`src/rtl/pkt_dec_pkg.sv`:
```
package pkt_dec_pkg;
  localparam int WORD_W = 32;
  localparam int IDX_W  = 11;
  localparam int CNT_W  = 14;
  localparam int OPC_W  = 8;

  typedef enum logic [1:0] {
    PKT_BURST = 2'b00,
    PKT_PAIR  = 2'b01,
    PKT_FILL  = 2'b10,
    PKT_OPC   = 2'b11
  } pkt_kind_e;

  typedef struct packed {
    pkt_kind_e        kind;
    logic [CNT_W-1:0] cnt;
    logic [IDX_W-1:0] idx_a;
    logic [IDX_W-1:0] idx_b;
    logic [OPC_W-1:0] opc;
    logic             bad;
  } hdr_t;

  typedef enum logic [2:0] {
    ST_HDR, ST_BURST, ST_PAIR_A, ST_PAIR_B, ST_OPC
  } seq_st_e;
endpackage

```
`src/rtl/pkt_hdr_split.sv`:
```
module pkt_hdr_split
  import pkt_dec_pkg::*;
#(
  parameter bit STRICT = 1'b1
) (
  input  logic [WORD_W-1:0] word_i,
  output hdr_t              hdr_o
);
  logic bad_w;

  generate
    if (STRICT) begin : g_strict
      always_comb begin
        unique case (word_i[31:30])
          2'b00:   bad_w = |word_i[15:11];
          2'b01:   bad_w = |word_i[29:22];
          2'b10:   bad_w = |word_i[29:0];
          default: bad_w = |word_i[7:0];
        endcase
      end
    end else begin : g_loose
      assign bad_w = 1'b0;
    end
  endgenerate

  always_comb begin
    hdr_o.kind  = pkt_kind_e'(word_i[31:30]);
    hdr_o.cnt   = word_i[29:16];
    hdr_o.idx_a = word_i[10:0];
    hdr_o.idx_b = word_i[21:11];
    hdr_o.opc   = word_i[15:8];
    hdr_o.bad   = bad_w;
  end
endmodule

```
`src/rtl/pkt_seq.sv`:
```
module pkt_seq
  import pkt_dec_pkg::*;
(
  input  logic             clk_i,
  input  logic             rst_ni,
  input  logic             abort_i,
  input  hdr_t             hdr_i,
  input  logic             in_valid_i,
  input  logic             reg_ready_i,
  input  logic             op_ready_i,
  output logic             in_ready_o,
  output logic             reg_we_o,
  output logic [IDX_W-1:0] reg_idx_o,
  output logic             op_valid_o,
  output logic [OPC_W-1:0] op_code_o,
  output logic             op_first_o,
  output logic             op_last_o,
  output logic             hdr_err_o
);
  seq_st_e          st_q;
  logic [CNT_W-1:0] rem_q;
  logic [IDX_W-1:0] idx_q, idx_b_q;
  logic [OPC_W-1:0] opc_q;
  logic             first_q;
  logic             fire, last_w;

  assign last_w = (rem_q == '0);

  always_comb begin
    in_ready_o = 1'b0;
    reg_we_o   = 1'b0;
    op_valid_o = 1'b0;
    hdr_err_o  = 1'b0;
    if (!abort_i) begin
      unique case (st_q)
        ST_HDR: begin
          in_ready_o = 1'b1;
          hdr_err_o  = in_valid_i & hdr_i.bad;
        end
        ST_BURST, ST_PAIR_A, ST_PAIR_B: begin
          in_ready_o = reg_ready_i;
          reg_we_o   = in_valid_i;
        end
        ST_OPC: begin
          in_ready_o = op_ready_i;
          op_valid_o = in_valid_i;
        end
        default: ;
      endcase
    end
  end

  assign fire       = in_valid_i & in_ready_o;
  assign reg_idx_o  = idx_q;
  assign op_code_o  = opc_q;
  assign op_first_o = op_valid_o & first_q;
  assign op_last_o  = op_valid_o & last_w;

  always_ff @(posedge clk_i or negedge rst_ni) begin
    if (!rst_ni) begin
      st_q    <= ST_HDR;
      rem_q   <= '0;
      idx_q   <= '0;
      idx_b_q <= '0;
      opc_q   <= '0;
      first_q <= 1'b0;
    end else if (abort_i) begin
      st_q <= ST_HDR;
    end else if (fire) begin
      unique case (st_q)
        ST_HDR: begin
          unique case (hdr_i.kind)
            PKT_BURST: begin
              rem_q <= hdr_i.cnt;
              idx_q <= hdr_i.idx_a;
              st_q  <= ST_BURST;
            end
            PKT_PAIR: begin
              idx_q   <= hdr_i.idx_a;
              idx_b_q <= hdr_i.idx_b;
              st_q    <= ST_PAIR_A;
            end
            PKT_OPC: begin
              rem_q   <= hdr_i.cnt;
              opc_q   <= hdr_i.opc;
              first_q <= 1'b1;
              st_q    <= ST_OPC;
            end
            default: ;
          endcase
        end
        ST_BURST: begin
          idx_q <= idx_q + 1'b1;
          if (last_w) st_q <= ST_HDR;
          else        rem_q <= rem_q - 1'b1;
        end
        ST_PAIR_A: begin
          idx_q <= idx_b_q;
          st_q  <= ST_PAIR_B;
        end
        ST_PAIR_B: st_q <= ST_HDR;
        ST_OPC: begin
          first_q <= 1'b0;
          if (last_w) st_q <= ST_HDR;
          else        rem_q <= rem_q - 1'b1;
        end
        default: st_q <= ST_HDR;
      endcase
    end
  end

  AST_HDR_QUIET: assert property (@(posedge clk_i) disable iff (!rst_ni)
    st_q == ST_HDR |-> !reg_we_o && !op_valid_o);
  AST_IDX_STEP: assert property (@(posedge clk_i) disable iff (!rst_ni)
    (st_q == ST_BURST && fire && !last_w) |=>
      st_q == ST_BURST && idx_q == IDX_W'($past(idx_q) + 1'b1));
  AST_PAIR_SEQ: assert property (@(posedge clk_i) disable iff (!rst_ni)
    (st_q == ST_PAIR_A && fire) |=> st_q == ST_PAIR_B && idx_q == $past(idx_b_q));
  AST_FILL_STAY: assert property (@(posedge clk_i) disable iff (!rst_ni)
    (st_q == ST_HDR && fire && hdr_i.kind == PKT_FILL) |=> st_q == ST_HDR);
  AST_FIRST_DROP: assert property (@(posedge clk_i) disable iff (!rst_ni)
    (op_valid_o && in_ready_o) |=> !op_first_o);
  AST_STALL_HOLD: assert property (@(posedge clk_i) disable iff (!rst_ni)
    (st_q != ST_HDR && in_valid_i && !in_ready_o && !abort_i) |=>
      $stable(st_q) && $stable(idx_q) && $stable(rem_q) && $stable(first_q));
  AST_ABORT_HDR: assert property (@(posedge clk_i) disable iff (!rst_ni)
    abort_i |=> st_q == ST_HDR);
endmodule

```
`src/rtl/pkt_reg_decoder.sv`:
```
module pkt_reg_decoder
  import pkt_dec_pkg::*;
#(
  parameter bit STRICT_HDR = 1'b1
) (
  input  logic              clk_i,
  input  logic              rst_ni,
  input  logic              abort_i,
  input  logic              word_valid_i,
  input  logic [WORD_W-1:0] word_data_i,
  output logic              word_ready_o,
  output logic              reg_we_o,
  output logic [IDX_W-1:0]  reg_idx_o,
  output logic [WORD_W-1:0] reg_data_o,
  input  logic              reg_ready_i,
  output logic              op_valid_o,
  output logic [OPC_W-1:0]  op_code_o,
  output logic [WORD_W-1:0] op_data_o,
  output logic              op_first_o,
  output logic              op_last_o,
  input  logic              op_ready_i,
  output logic              hdr_err_o
);
  hdr_t hdr_w;

  pkt_hdr_split #(.STRICT(STRICT_HDR)) u_split (
    .word_i (word_data_i),
    .hdr_o  (hdr_w)
  );

  pkt_seq u_seq (
    .clk_i       (clk_i),
    .rst_ni      (rst_ni),
    .abort_i     (abort_i),
    .hdr_i       (hdr_w),
    .in_valid_i  (word_valid_i),
    .reg_ready_i (reg_ready_i),
    .op_ready_i  (op_ready_i),
    .in_ready_o  (word_ready_o),
    .reg_we_o    (reg_we_o),
    .reg_idx_o   (reg_idx_o),
    .op_valid_o  (op_valid_o),
    .op_code_o   (op_code_o),
    .op_first_o  (op_first_o),
    .op_last_o   (op_last_o),
    .hdr_err_o   (hdr_err_o)
  );

  assign reg_data_o = word_data_i;
  assign op_data_o  = word_data_i;

  AST_REG_STALL: assert property (@(posedge clk_i) disable iff (!rst_ni)
    (reg_we_o && !reg_ready_i) |-> !word_ready_o);
  AST_OP_STALL: assert property (@(posedge clk_i) disable iff (!rst_ni)
    (op_valid_o && !op_ready_i) |-> !word_ready_o);
  AST_ONE_PORT: assert property (@(posedge clk_i) disable iff (!rst_ni)
    op_valid_o |-> !reg_we_o);
endmodule

```
`config.mk`:
```
export PLATFORM = sky130hd
export DESIGN_NAME = pkt_reg_decoder
export DESIGN_NICKNAME = d
export VERILOG_FILES = /design/src/rtl/pkt_dec_pkg.sv /design/src/rtl/pkt_hdr_split.sv /design/src/rtl/pkt_seq.sv /design/src/rtl/pkt_reg_decoder.sv
export SDC_FILE = /design/constraint.sdc
export NUM_CORES = 1
export LEC_CHECK = 0
export ABC_AREA = 1
export BUFFER_PORTS_ARGS = -buffer_cell sky130_fd_sc_hd__buf_4
export CAP_MARGIN = 20
export CORE_ASPECT_RATIO = 0.5
export CORE_MARGIN = 4
export CORE_UTILIZATION = 40
export DETAILED_ROUTE_END_ITERATION = 10
export HOLD_SLACK_MARGIN = 0.12
export PLACE_DENSITY = 0.66
export SKIP_LAST_GASP = 1
export SYNTH_ARGS = -nofsm -noshare
export SYNTH_HDL_FRONTEND = slang
export SYNTH_SLANG_ARGS = --single-unit
```
`constraint.sdc`:
```
create_clock -name clk_i -period 1.8 [get_ports clk_i]
set_clock_uncertainty 0.05 [all_clocks]
set_input_delay 0.45 -clock clk_i [delete_from_list [all_inputs] [get_ports clk_i]]
set_output_delay 0.45 -clock clk_i [all_outputs]
set_load 0.02 [all_outputs]
```
==> flow_summary.toml <==
[outcome]
status = "finished, violations left"
violations = "setup timing"

[clocking]
clk_latency_ps = 290
h-tree-depth = 2
clockBufferDepth = 2
clkTransAtPathRegs_ps = 60
clock_sinks = 48
cts_tree = "built"
cts-root-buf = "clkbuf_16"
cts_buffers = 5
hold_buffers = 0

[yosys]
synth.most_common_cell = "nand2_1"
synth_seq_area_share_pct = 32.6
yosysTopAreaCellShare_pct = 32.6
synth_nets = 582
yosysTopAreaCell = "dfrtp_1"
ys_top_cells_by_count = "nand2_1 (161), buf_4 (66), inv_1 (54), nor2_1 (51), dfrtp_1 (48)"
synth_cell_types = 32
synth_edf_count = 0
synth.avg_cell_area_sq_um = 6.87
synth-async-reset-ratio_pct = 100
synth_ff_type = "dfrtp_1"
postSynthCellCount = 537
syn_area_sq_um = 3690
synth_area_leaders = "dfrtp_1 (33%), nand2_1 (16%), buf_4 (13%), inv_1 (5.5%), nand3_1 (5.3%)"
synth-seq-cells = 48
yosys_warnings = 0

[timing]
min_period_ps = 1980
worst_slew_pin_slew_ps = 628
slew_headroom_pct = 58.1
rsz0062_at_grt = "true"
drv_slew = 0
final_hold_viol_count = 0
setup_ws_ps = -178
period_share_pct = 110
hold_ws_ps = 122
max_freq_ghz = 0.505
setup_viol = 8

[layout]
synthToLayoutAreaGrowth_pct = 50.4
multi_input_area_sq_um = 1910
drive_gt1_share_pct = 43.4
stdcell_count = 825
num-fill-cells = 784
n_antenna_cell = 0
regArea_sq_um = 1200
fin_util_pct = 62.8
num-nets-final = 752

[global_route]
grt-ovfl-total = 0
grt_pass1_vias = 3577
grt_use_total_pct = 19.1
grt_pass1_wl_um = 16700
grt_max_degree = 49
antenna_found_initial = 0

[floorplan]
core_sq_um = 8830
io_pins = 127
rows = 24
die_x_um = 144
die_height_um = 75.9
dieArea_sq_um = 10900
start_util_pct = 41.8

[job]
drv_cap = 0

[worst_setup_path]
critical_path_class = "reg -> out"
start_kind = "register"
crit_arrival_ps = 1480
critPathRequiredTime_ps = 1300
worstPathMaxFanout = 4
end_kind = "output pin"

[route]
ant_nets = 0
post-route-drc-count = 0
drt_iter0_drc = 231
avgViaCountPerCell = 4.76
routed_wl_um = 11000
post_drt_wl_per_cell_um = 13.4
drtPass1Iterations = 5
num_vias = 3929

[power]
power.density_nw_per_um2 = 1240
leakage_nw = 2.92
irDropWorstVdd_mv = 0.703

[placed_design]
routabilityCongestion = 0.875
placed_cells = 793
dp_slack_ps = -253
portBuffers = 126
dp_hpwl_um = 8200

[worst_hold_path]
min_path_type = "in -> async"
## state kept, by name, summed over array words and instances, names as in the netlist
register,flops
u_seq.idx_b_q,11
u_seq.reg_idx_o,11
u_seq.rem_q,14
u_seq.op_code_o,8
u_seq.st_q,3
u_seq.first_q,1
## worst max-delay path: stages (launching register included)
cell and delay, ps:
dfrtp_2 460, inv_2 110, nand2_4 80, nand2_4 80
nand3_4 80, inv_2 70, nand3_2 60, a21oi_2 120
buf_6 130
## repair_timing
action,CTS,global route
setup endpoints to repair,5,35
cloned,0,1
gates resized for setup,15,49
pin swaps,8,17
endpoints found under the hold margin,0,0
buffers inserted,9,17
## final timing paths
| kind | slack [ps] | startpoint | to | cells past startpoint |
|---|---|---|---|---|
| setup reg to reg | -10 | u_seq.rem_q[0] | u_seq.rem_q[8] | 12 |
| hold reg to reg | 440 | u_seq.idx_b_q[10] | u_seq.idx_b_q[10] | 2 |
| setup / recovery | -180 | u_seq.st_q[0] | hdr_err_o | 8 |
| max in group asynchronous | 1110 | rst_ni | u_seq.st_q[2] | 1 |
| hold / removal | 120 | rst_ni | u_seq.rem_q[4] | 1 |
| min in group clk_i | 410 | word_data_i[8] | u_seq.op_code_o[0] | 3 |
## final cells by class
class                           instances  share of cell area [%]
Clock buffer                            6                    2.32
Clock inverter                          2                   0.632
Inverter                               58                    4.13
Multi-Input combinational cell        358                    34.4
Sequential cell                        48                    21.7
Tap cell                              117                    2.64
Timing Repair Buffer                  236                    34.1
## stage by stage
step	instance area (sq um)	power, mW	TNS, ps
after floorplan	3720	3.98	-4.41
after global placement	4940	5.28	-273
after detailed placement	4940	5.36	-449
after CTS	5220	6.53	-749
after global routing	5540	7.43	-2440
final	5540	6.89	-581
## cell usage in the layout, fill, tap and decap left out, types with 9 or more instances in the layout
| master | n |
|---|---|
| o21ai_0 | 35 |
| nor2_4 | 9 |
| inv_2 | 9 |
| nand3_1 | 35 |
| buf_6 | 17 |
| o21ai_1 | 9 |
| buf_4 | 215 |
| nor2_1 | 43 |
| nand2_1 | 158 |
| dfrtp_1 | 45 |
| inv_1 | 46 |
## power by group
part	total (mW)	leakage [nW]	internal, mW	switching, mW
clock	1.06	0.0808	0.654	0.402
sequential	2.00	0.592	1.58	0.414
combinational	3.83	2.24	1.71	2.13
## cells by family (layout without fill, tap and decap cells)
logic type	after synthesis	count (layout)	share of synthesized area, %
buffers and inverters	131	302	20.8
DFF	48	48	32.6
xor gates and xnor gates	3	3	0.713
adders and majority gates	7	7	2.38
AOI/OAI and AO/OA	62	62	9.16
and+or+nand+nor	286	286	34.4
## per-layer routing
layer	part of all wire, %	global-route usage [%]
met5	0	0
met4	0.84	4.18
met3	4.9	3.32
met2	52	34.7
met1	42	24.3
Note: power is estimated with default switching activity, not from simulation.
